File: src/rtl/wc_rtc_pkg.sv
package wc_rtc_pkg;
  localparam int SEC_MOD = 60;
  localparam int MIN_MOD = 60;
  localparam int HR_MOD  = 24;
  localparam int SEC_W   = $clog2(SEC_MOD);
  localparam int MIN_W   = $clog2(MIN_MOD);
  localparam int HR_W    = $clog2(HR_MOD);

  typedef struct packed {
    logic [HR_W-1:0]  hr;
    logic [MIN_W-1:0] mn;
    logic [SEC_W-1:0] sc;
  } tod_t;
endpackage

File: src/rtl/wc_tick_ctr.sv
module wc_tick_ctr #(
  parameter int TICK_W = 16
) (
  input  logic clk_i,
  input  logic rst_ni,
  input  logic adv_i,
  input  logic restart_i,
  output logic ovf_o
);
  localparam logic [TICK_W-1:0] HALF = {1'b1, {(TICK_W-1){1'b0}}};

  logic [TICK_W-1:0] cnt_q, cnt_d;
  logic [TICK_W:0]   inc;

  assign inc   = {1'b0, cnt_q} + 1'b1;
  assign ovf_o = adv_i & ~restart_i & inc[TICK_W];

  always_comb begin
    cnt_d = cnt_q;
    if (restart_i) begin
      cnt_d = HALF;
    end else if (adv_i) begin
      cnt_d = inc[TICK_W-1:0];
      // only the MSb is forced; low bits run on untouched
      if (inc[TICK_W]) cnt_d[TICK_W-1] = 1'b1;
    end
  end

  always_ff @(posedge clk_i or negedge rst_ni) begin
    if (!rst_ni) cnt_q <= HALF;
    else         cnt_q <= cnt_d;
  end
endmodule

File: src/rtl/wc_wrap_ctr.sv
module wc_wrap_ctr #(
  parameter int MOD = 60,
  parameter int W   = $clog2(MOD)
) (
  input  logic         clk_i,
  input  logic         rst_ni,
  input  logic         inc_i,
  input  logic         load_i,
  input  logic [W-1:0] load_val_i,
  output logic [W-1:0] val_o,
  output logic         wrap_o
);
  localparam logic [W-1:0] LAST = W'(MOD - 1);

  logic [W-1:0] val_q;

  assign wrap_o = inc_i & ~load_i & (val_q >= LAST);
  assign val_o  = val_q;

  always_ff @(posedge clk_i or negedge rst_ni) begin
    if (!rst_ni)     val_q <= '0;
    else if (load_i) val_q <= load_val_i;
    else if (inc_i)  val_q <= (val_q >= LAST) ? '0 : val_q + 1'b1;
  end
endmodule

File: src/rtl/wc_rtc.sv
module wc_rtc
  import wc_rtc_pkg::*;
#(
  parameter int TICK_W = 16
) (
  input  logic             clk_i,
  input  logic             rst_ni,
  input  logic             run_i,
  input  logic             tick_i,
  input  logic             set_i,
  input  logic [HR_W-1:0]  set_hr_i,
  input  logic [MIN_W-1:0] set_min_i,
  input  logic [SEC_W-1:0] set_sec_i,
  output logic [HR_W-1:0]  hr_o,
  output logic [MIN_W-1:0] min_o,
  output logic [SEC_W-1:0] sec_o,
  output logic             sec_pulse_o
);
  logic ovf, sec_wrap, min_wrap, hr_wrap;
  logic pulse_q;
  tod_t ld, cur;

  assign ld = '{hr: set_hr_i, mn: set_min_i, sc: set_sec_i};

  wc_tick_ctr #(.TICK_W(TICK_W)) u_tick (
    .clk_i     (clk_i),
    .rst_ni    (rst_ni),
    .adv_i     (run_i & tick_i),
    .restart_i (set_i),
    .ovf_o     (ovf)
  );

  wc_wrap_ctr #(.MOD(SEC_MOD), .W(SEC_W)) u_sec (
    .clk_i      (clk_i),
    .rst_ni     (rst_ni),
    .inc_i      (ovf),
    .load_i     (set_i),
    .load_val_i (ld.sc),
    .val_o      (cur.sc),
    .wrap_o     (sec_wrap)
  );

  wc_wrap_ctr #(.MOD(MIN_MOD), .W(MIN_W)) u_min (
    .clk_i      (clk_i),
    .rst_ni     (rst_ni),
    .inc_i      (sec_wrap),
    .load_i     (set_i),
    .load_val_i (ld.mn),
    .val_o      (cur.mn),
    .wrap_o     (min_wrap)
  );

  wc_wrap_ctr #(.MOD(HR_MOD), .W(HR_W)) u_hr (
    .clk_i      (clk_i),
    .rst_ni     (rst_ni),
    .inc_i      (min_wrap),
    .load_i     (set_i),
    .load_val_i (ld.hr),
    .val_o      (cur.hr),
    .wrap_o     (hr_wrap)
  );

  always_ff @(posedge clk_i or negedge rst_ni) begin
    if (!rst_ni) pulse_q <= 1'b0;
    else         pulse_q <= ovf;
  end

  assign hr_o        = cur.hr;
  assign min_o       = cur.mn;
  assign sec_o       = cur.sc;
  assign sec_pulse_o = pulse_q;

  logic unused_hr_wrap;
  assign unused_hr_wrap = hr_wrap;
endmodule

File: config.mk
export PLATFORM = sky130hd
export DESIGN_NAME = wc_rtc
export DESIGN_NICKNAME = d
export VERILOG_FILES = /design/src/rtl/wc_rtc_pkg.sv /design/src/rtl/wc_tick_ctr.sv /design/src/rtl/wc_wrap_ctr.sv /design/src/rtl/wc_rtc.sv
export SDC_FILE = /design/constraint.sdc
export NUM_CORES = 1
export LEC_CHECK = 0
export BUFFER_PORTS_ARGS = -buffer_cell sky130_fd_sc_hd__buf_2
export CAP_MARGIN = 20
export CORE_MARGIN = 10
export CORE_UTILIZATION = 35
export CTS_CLUSTER_DIAMETER = 120
export DETAILED_ROUTE_END_ITERATION = 7
export PLACE_DENSITY = 0.56
export SLEW_MARGIN = 20
export SYNTH_ARGS = -nofsm -noshare
export SYNTH_HDL_FRONTEND = slang
export SYNTH_HIERARCHICAL = 1
export SYNTH_SLANG_ARGS = --single-unit
File: constraint.sdc
create_clock -name clk_i -period 3.31 [get_ports clk_i]
set_clock_uncertainty 0.1 [all_clocks]
set_input_delay 0.662 -clock clk_i [delete_from_list [all_inputs] [get_ports clk_i]]
set_output_delay 0.662 -clock clk_i [all_outputs]
set_load 0.005 [all_outputs]
==> impl_metrics.toml, run 1 <==
[worst_hold_path]
holdCritPathClass = "primary input to asynchronous set/reset pin"

[cts]
cts-root-buf = "clkbuf_8"
cts.sinks = 34
worst_skew_pair.late_latency_ps = 280
cts-resized-gates = 0
postCtsHoldBufs = 0
clk_pin_slew_ps = 70
cts_buffers = 5
clock_path_buffers = 2
post_cts_buffers = 0
cts.htree.levels = 2
cts_tree = "built"

[placed_design]
numPortBuffers = 39
dpl.hpwl_um = 3220
gpl.final_weighted_congestion = 0.806
dp_slack_ps = 288

[worst_setup_path]
path_class = "flip-flop to flip-flop"
startpoint_type = "flip-flop"
crit_arrival_ps = 2940
path_max_fanout = 7
reg2reg_depth = 11
reg2reg_slack_ps = 480
r2r-start = "u_tick/cnt_q[4]"
r2r-end = "u_hr/val_o[4]"
worst_ep_required_time_ps = 3420
endpoint_kind = "flip-flop"

[sta]
holdWs_ps = 358
fin_ws_ps = 480
hold_viol = 0
rsz0062_at_grt = "false"
slew_viol_final = 0
min_period_ps = 2830
fin_tns_setup_ps = 0
fmax_mhz = 353
fin_crit_sh_pct = 85.5
slew_headroom_pct = 48.4
setup_viol = 0
worstMarginPinSlew_ps = 775

[routing]
drt_iter0_drc = 68
dr.pass1.iters = 4
ant_nets = 0
routedWlPerCell_um = 14.1
via_per_inst = 5.31
wl_um = 4540
via_count = 1716
drcViolationCount = 0

[grt]
grt_max_degree = 46
grt_use_total_pct = 10.5
grt_pass1_wl_um = 7790
overflow = 0
antenna_found_initial = 0
grt_pass1_vias = 1668

[synthesis]
synth_area_um2 = 1970
yosysWarnings = 6
synthCells = 207
avgSynthCellArea_um2 = 9.53
synthesis.nets = 233

[power]
vdd_drop_max_mv = 0.253
fin_total_pwr_mw = 0.910
power_leakage_nw = 0.989
powerDensity_nw_per_um2 = 387

[die]
ios = 40
die_h_um = 95.1
core_area_um2 = 5470
start_util_pct = 36.1
die_w_um = 95.1
num_rows = 27
die_area_um2 = 9040

[flow_run]
drv_cap = 0

[layout]
nNetsFinal = 276
synthToLayoutAreaGrowth_pct = 19.0
antennaDiodeCount = 0
drive_gt1_share_pct = 26.3

[outcome]
status = "complete, no violations"
-- worst max-delay path by stage --
stage	start	endpoint	slack [ps]
floorplan	run_i	u_hr/val_o[2]	50
global route	u_tick/cnt_q[4]	u_hr/val_o[2]	140
finish	u_tick/cnt_q[4]	u_hr/val_o[4]	480
detailed placement	run_i	u_hr/val_o[4]	290
global placement	run_i	u_hr/val_o[4]	390
CTS	u_tick/cnt_q[4]	u_hr/val_o[4]	460
-- state kept, by name, indices dropped and copies added (netlist names) --
signal / cells
u_sec/val_o: 6
u_hr/val_o: 5
u_min/val_o: 6
sec_pulse_o: 1
u_tick/cnt_q: 16
-- layer usage --
metal  wire length (µm)  vias to the layer above  GRT usage (%)
li1                   -                      855              -
met1               2190                      818           13.6
met2               1990                       41           15.8
met3                324                        2           3.38
met4                 47                        0           4.11
met5                  0                        -              0
-- per-stage QoR --
step	cell area (µm²)	instances	util [%]
final	2350	323	42.9
after global placement	2260	315	41.2
after floorplan	1970	207	-
after detailed placement	2260	315	41.2
after global routing	2350	323	42.9
after CTS	2350	323	42.9
-- cell usage in the layout (no fill, tap or decap), drive strengths merged, types with 3 or more instances in the layout --
master   count
buf         43
dfrtp       33
nor2        18
o21ai       14
inv         11
nand2       10
a21oi       10
nor3         9
nand3        8
xnor2        7
clkbuf       7
nand4        7
and3         7
a211oi       6
a2bb2oi      5
nor2b        5
nor4         5
ha           4
nand3b       4
a31oi        4
xor2         4
or3          3
-- where the power goes --
group | internal (mW) | total (mW) | leakage [nW] | switching, mW
combinational | 0.0606 | 0.122 | 0.513 | 0.0615
clock | 0.168 | 0.315 | 0.0482 | 0.148
sequential | 0.435 | 0.472 | 0.427 | 0.0365
total | 0.664 | 0.910 | 0.989 | 0.246
-- critical path, stage by stage, from the launching register on --
cell and delay (ps):
dfrtp_1 480, nand4_4 160, or3_4 430, nor4_1 380, inv_1 120, nor3_2 200
inv_1 90, nor3_2 180, buf_4 170, nand2_1 70, o31a_1 280, a2bb2oi_1 120
-- final cells by class --
| class | instances | area [µm²] |
|---|---|---|
| Clock buffer | 7 | 86.3 |
| Clock inverter | 1 | 5.00 |
| Fill cell | 570 | 3130 |
| Inverter | 11 | 41.3 |
| Multi-Input combinational cell | 155 | 1050 |
| Sequential cell | 34 | 852 |
| Tap cell | 72 | 90.1 |
| Timing Repair Buffer | 43 | 225 |
(Power assumes the default switching activity.)
==> inputs of run 2 (changes only) <==
Settings changed: GPL_ROUTABILITY_DRIVEN from default to 1, PLACE_DENSITY 0.56 to 0.67, SYNTH_HIERARCHICAL 1 to default.
==> impl_metrics.toml, run 2 <==
[worst_setup_path]
crit_top_cell = "o31a_1"
path_delay_family = "simple AND/OR/NAND/NOR gates"
critical_path_buf_inv_count = 0
critPathMaxStageDelay_ps = 440
path_cells = "ha_1 -> and4_1 -> nand4_4 -> or3_4 -> o31a_1 -> o31a_1"
startpoint_type = "flip-flop"
path_class = "flip-flop to flip-flop"
endpoint_kind = "flip-flop"
crit_arrival_ps = 2420
critPathSlowestCell = "or3_4"
worst_ep_required_time_ps = 3390
path_max_fanout = 8

[routing]
drt_iter0_drc = 105
via_count = 1749
dr.pass1.iters = 4
drcViolationCount = 0
routedWlPerCell_um = 14.7
via_per_inst = 5.48
wl_um = 4700
ant_nets = 0

[placed_design]
numPortBuffers = 39
dp.cells = 311
dpl.hpwl_um = 3430
gpl.final_weighted_congestion = 0.805
dp_slack_ps = 749

[layout]
layout_common_cells = "39 x buf_2, 33 x dfrtp_1, 22 x nand2_1"
utilization_pct = 42.5
antennaDiodeCount = 0
synthToLayoutAreaGrowth_pct = 17.4
largest-register = "u_tick.cnt_q"
layout_commonest_cell = "buf_2"
nNetsFinal = 272
largest_register_ffs = 16
drive_gt1_share_pct = 25.1
instances_no_fill = 319

[sta]
worstMarginPinSlew_ps = 760
min_period_ps = 2340
fin_crit_sh_pct = 70.5
hold_viol = 0
slew_viol_final = 0
slew_headroom_pct = 48.6
fin_ws_ps = 975
fmax_mhz = 428
fin_tns_setup_ps = 0
rsz0062_at_grt = "false"
setup_viol = 0

[die]
start_util_pct = 36.2
ios = 40
core_area_um2 = 5540
num_rows = 27
die_h_um = 95.7
die_area_um2 = 9150
die_w_um = 95.7

[cts]
cts_buffers = 5
postCtsHoldBufs = 0
worst_skew_pair.late_latency_ps = 290
cts.sinks = 34
clock_path_buffers = 2
cts_tree = "built"
cts.htree.levels = 2
cts-root-buf = "clkbuf_8"
post_cts_buffers = 0
clk_pin_slew_ps = 70
cts-resized-gates = 0

[grt]
grt_pass1_vias = 1619
grt_max_degree = 35
grt_use_total_pct = 10.7
gr-usage-met2_pct = 15.6
grtUsageMet1_pct = 13.9
grt_util_met3_pct = 4.16
top_usage_layer = "met2"
overflow = 0
antenna_found_initial = 0
grt_pass1_wl_um = 7850

[synthesis]
ys.flop_type = "dfrtp_1"
yosysSeqAreaShare_pct = 42.5
synth_edf_count = 0
yosys.area.top_type = "dfrtp_1"
synthCells = 207
yosysWarnings = 0
avgSynthCellArea_um2 = 9.68
synth_area_um2 = 2000
yosysTopAreaCellShare_pct = 41.2
ys_ff_latch = 34
yosysMostFrequentCell = "dfrtp_1"
synth_top_cells_by_count = "33 x dfrtp_1, 22 x nand2_1, 18 x nor2_1, 12 x nand3_1, 12 x o21ai_0"
synthTopCellsByArea = "dfrtp_1 41%, xor2_1 4.4%, nand2_1 4.1%"
synthesis.nets = 233
synth.distinct_cells = 58
async_flop_share_pct = 100

[power]
vdd_drop_max_mv = 0.139
fin_total_pwr_mw = 0.967
power_leakage_nw = 1.03
powerDensity_nw_per_um2 = 411

[worst_hold_path]
holdCritPathClass = "primary input to asynchronous set/reset pin"

[outcome]
status = "complete, no violations"

[flow_run]
drv_cap = 0
-- run 2: per-stage QoR --
stage / area [µm²] / hold slack, ps
after floorplan: 2000 / 266
after global placement: 2240 / 423
after detailed placement: 2240 / 441
after CTS: 2350 / 373
after global routing: 2350 / 415
final: 2350 / 347
-- run 2: per-layer routing --
layer  part of all wire, %  up-vias
met2                    44       45
met5                     0        -
li1                      -      853
met3                   8.3        5
met1                    46      846
met4                   1.1        0
-- run 2: logic make-up after synthesis --
group / after synthesis / share of synthesized area [%]
adder cells (fa/ha/maj): 4 / 2.50
AO/OA/AOI/OAI: 51 / 17.6
multiplexers: 5 / 2.50
flip-flops: 34 / 42.5
AND/OR/NAND/NOR: 91 / 26.8
buffers and inverters: 11 / 3.31
XOR/XNOR: 11 / 4.81
-- run 2: final timing paths --
kind	slack (ps)	depth (start not counted)	to	startpoint
max	970	6	u_hr.val_o[3]	u_tick.cnt_q[0]
min in group clk_i	450	2	u_tick.cnt_q[1]	u_tick.cnt_q[1]
max in group asynchronous	2260	1	u_sec.val_o[0]	rst_ni
min	350	1	u_tick.cnt_q[9]	rst_ni
max reg2reg	970	6	u_hr.val_o[3]	u_tick.cnt_q[0]
min reg2reg	450	2	u_tick.cnt_q[1]	u_tick.cnt_q[1]
-- run 2: layout make-up --
type | instances | area (µm²)
inverters | 3 | 11.3
well taps | 72 | 90.1
fillers | 569 | 3190
multi-input cells | 162 | 1090
clock inverters | 2 | 37.5
clock buffers | 6 | 72.6
flip-flops and latches | 34 | 852
repair buffers | 40 | 203
-- run 2: report_power, final --
part	internal (mW)	switching, mW	leakage [nW]
clock	0.225	0.154	0.0514
combinational	0.0585	0.0640	0.550
sequential	0.435	0.0309	0.432
total	0.718	0.249	1.03
==> inputs of run 3 (changes only) <==
Clock period 3.31 ns to 2 ns, I/O delays scaled along.
==> impl_metrics.toml, run 3 (synthesis results as in run 2) <==
[die]
num_rows = 27
start_util_pct = 36.2
die_area_um2 = 9150
core_area_um2 = 5540
die_h_um = 95.7
ios = 40
die_w_um = 95.7

[cts]
worst_skew_pair.late_latency_ps = 290
postCtsHoldBufs = 0
clk_pin_slew_ps = 70
cts-root-buf = "clkbuf_8"
cts.sinks = 34
cts.htree.levels = 2
cts_buffers = 5
cts_tree = "built"
clock_path_buffers = 2

[routing]
drt_iter0_drc = 96
dr.pass1.iters = 4
wl_um = 5370
ant_nets = 0
via_count = 1879
via_per_inst = 5.22
routedWlPerCell_um = 14.9
drcViolationCount = 0

[sta]
min_period_ps = 1980
worstMarginPinSlew_ps = 452
fin_crit_sh_pct = 98.8
slew_viol_final = 0
fin_ws_ps = 24.2
fmax_mhz = 506
setup_viol = 0
hold_viol = 0
slew_headroom_pct = 69.9
rsz0062_at_grt = "true"

[worst_setup_path]
path_class = "flip-flop to flip-flop"
path_max_fanout = 3
worst_ep_required_time_ps = 2080
startpoint_type = "flip-flop"
path_cells = "ha_2 -> and4_4 -> nand4_4 -> or3_4 -> o31a_1 -> o31a_1"
path_delay_family = "simple AND/OR/NAND/NOR gates"
endpoint_kind = "flip-flop"
critPathMaxStageDelay_ps = 410
crit_arrival_ps = 2060
crit_top_cell = "o31a_1"
critPathSlowestCell = "or3_4"
critical_path_buf_inv_count = 0

[grt]
grt_use_total_pct = 12.1
overflow = 0
antenna_found_initial = 0
grt_max_degree = 35
grt_pass1_wl_um = 8870
grt_pass1_vias = 1900

[power]
vdd_drop_max_mv = 0.329
power_leakage_nw = 1.30
powerDensity_nw_per_um2 = 608

[layout]
largest_register_ffs = 16
layout_common_cells = "40 x buf_4, 39 x buf_2, 33 x dfrtp_1"
multiInputGateArea_um2 = 1200
synthToLayoutAreaGrowth_pct = 39.4
largest-register = "u_tick.cnt_q"
area.sequential_um2 = 852
layout_commonest_cell = "buf_4"
antennaDiodeCount = 0
nNetsFinal = 314
nFillCells = 543
drive_gt1_share_pct = 39.9
instances_no_fill = 360
final_area_um2 = 2790

[placed_design]
gpl.final_weighted_congestion = 0.847
numPortBuffers = 39
dp_slack_ps = -118
place_area_um2 = 2510
dp.cells = 347
dpl.hpwl_um = 3990

[worst_hold_path]
holdCritPathClass = "primary input to asynchronous set/reset pin"

[flow_run]
drv_cap = 0

[outcome]
status = "complete, no violations"
run 3: repair_timing:
item                       4_1_cts  5_1_grt
pin swaps                        5       13
resized for setup                4       16
setup endpoints to repair        7       12
setup buffers                    3        3
run 3: cell type report:
class | count | share of cell area (%)
repair buffers | 82 | 18.9
well taps | 72 | 3.22
clock buffers | 6 | 2.96
inverters | 3 | 0.403
multi-input cells | 162 | 42.9
flip-flops and latches | 34 | 30.5
clock inverters | 1 | 1.07
run 3: power breakdown:
group	internal, mW	switching, mW
clock network	0.398	0.250
registers	0.721	0.0465
logic	0.140	0.142
total	1.26	0.439
run 3: final timing paths:
path / from / endpoint / slack [ps] / depth (start not counted)
max: u_tick.cnt_q[1] / u_hr.val_o[3] / 20 / 6
min: rst_ni / u_tick.cnt_q[3] / 30 / 2
max reg2reg: u_tick.cnt_q[1] / u_hr.val_o[3] / 20 / 6
min reg2reg: u_tick.cnt_q[11] / u_tick.cnt_q[11] / 450 / 2
max in group asynchronous: rst_ni / u_tick.cnt_q[15] / 1440 / 2
min in group clk_i: set_min_i[1] / u_min.val_o[1] / 210 / 3
run 3: worst register-to-register path, cell delays in order (launching register included):
cell and delay [ps]:
dfrtp_1 350, ha_2 180, and4_4 250, nand4_4 100, or3_4 410, o31a_1 240, o31a_1 230
run 3: per-layer routing:
layer  vias to the layer above  part of all wire [%]  global-route usage [%]  wire length [µm]
met3                        10                   6.1                    4.40               329
met4                         0                   2.1                    4.79               113
met2                        41                    45                    18.2              2440
met5                         -                     0                       0                 0
li1                        930                     -                       -                 -
met1                       898                    46                    15.4              2490
run 3: per-stage QoR:
step | power, mW | hold WS [ps] | utilization [%] | TNS, ps
floorplan | 0.891 | 4.41 | - | -146
global placement | 1.02 | 360 | 45.4 | -55.6
detailed placement | 1.03 | 355 | 45.4 | -151
CTS | 1.69 | 42.5 | 48.1 | -1.98
global route | 1.78 | 69.0 | 50.4 | -236
finish | 1.70 | 31.0 | 50.4 | 0
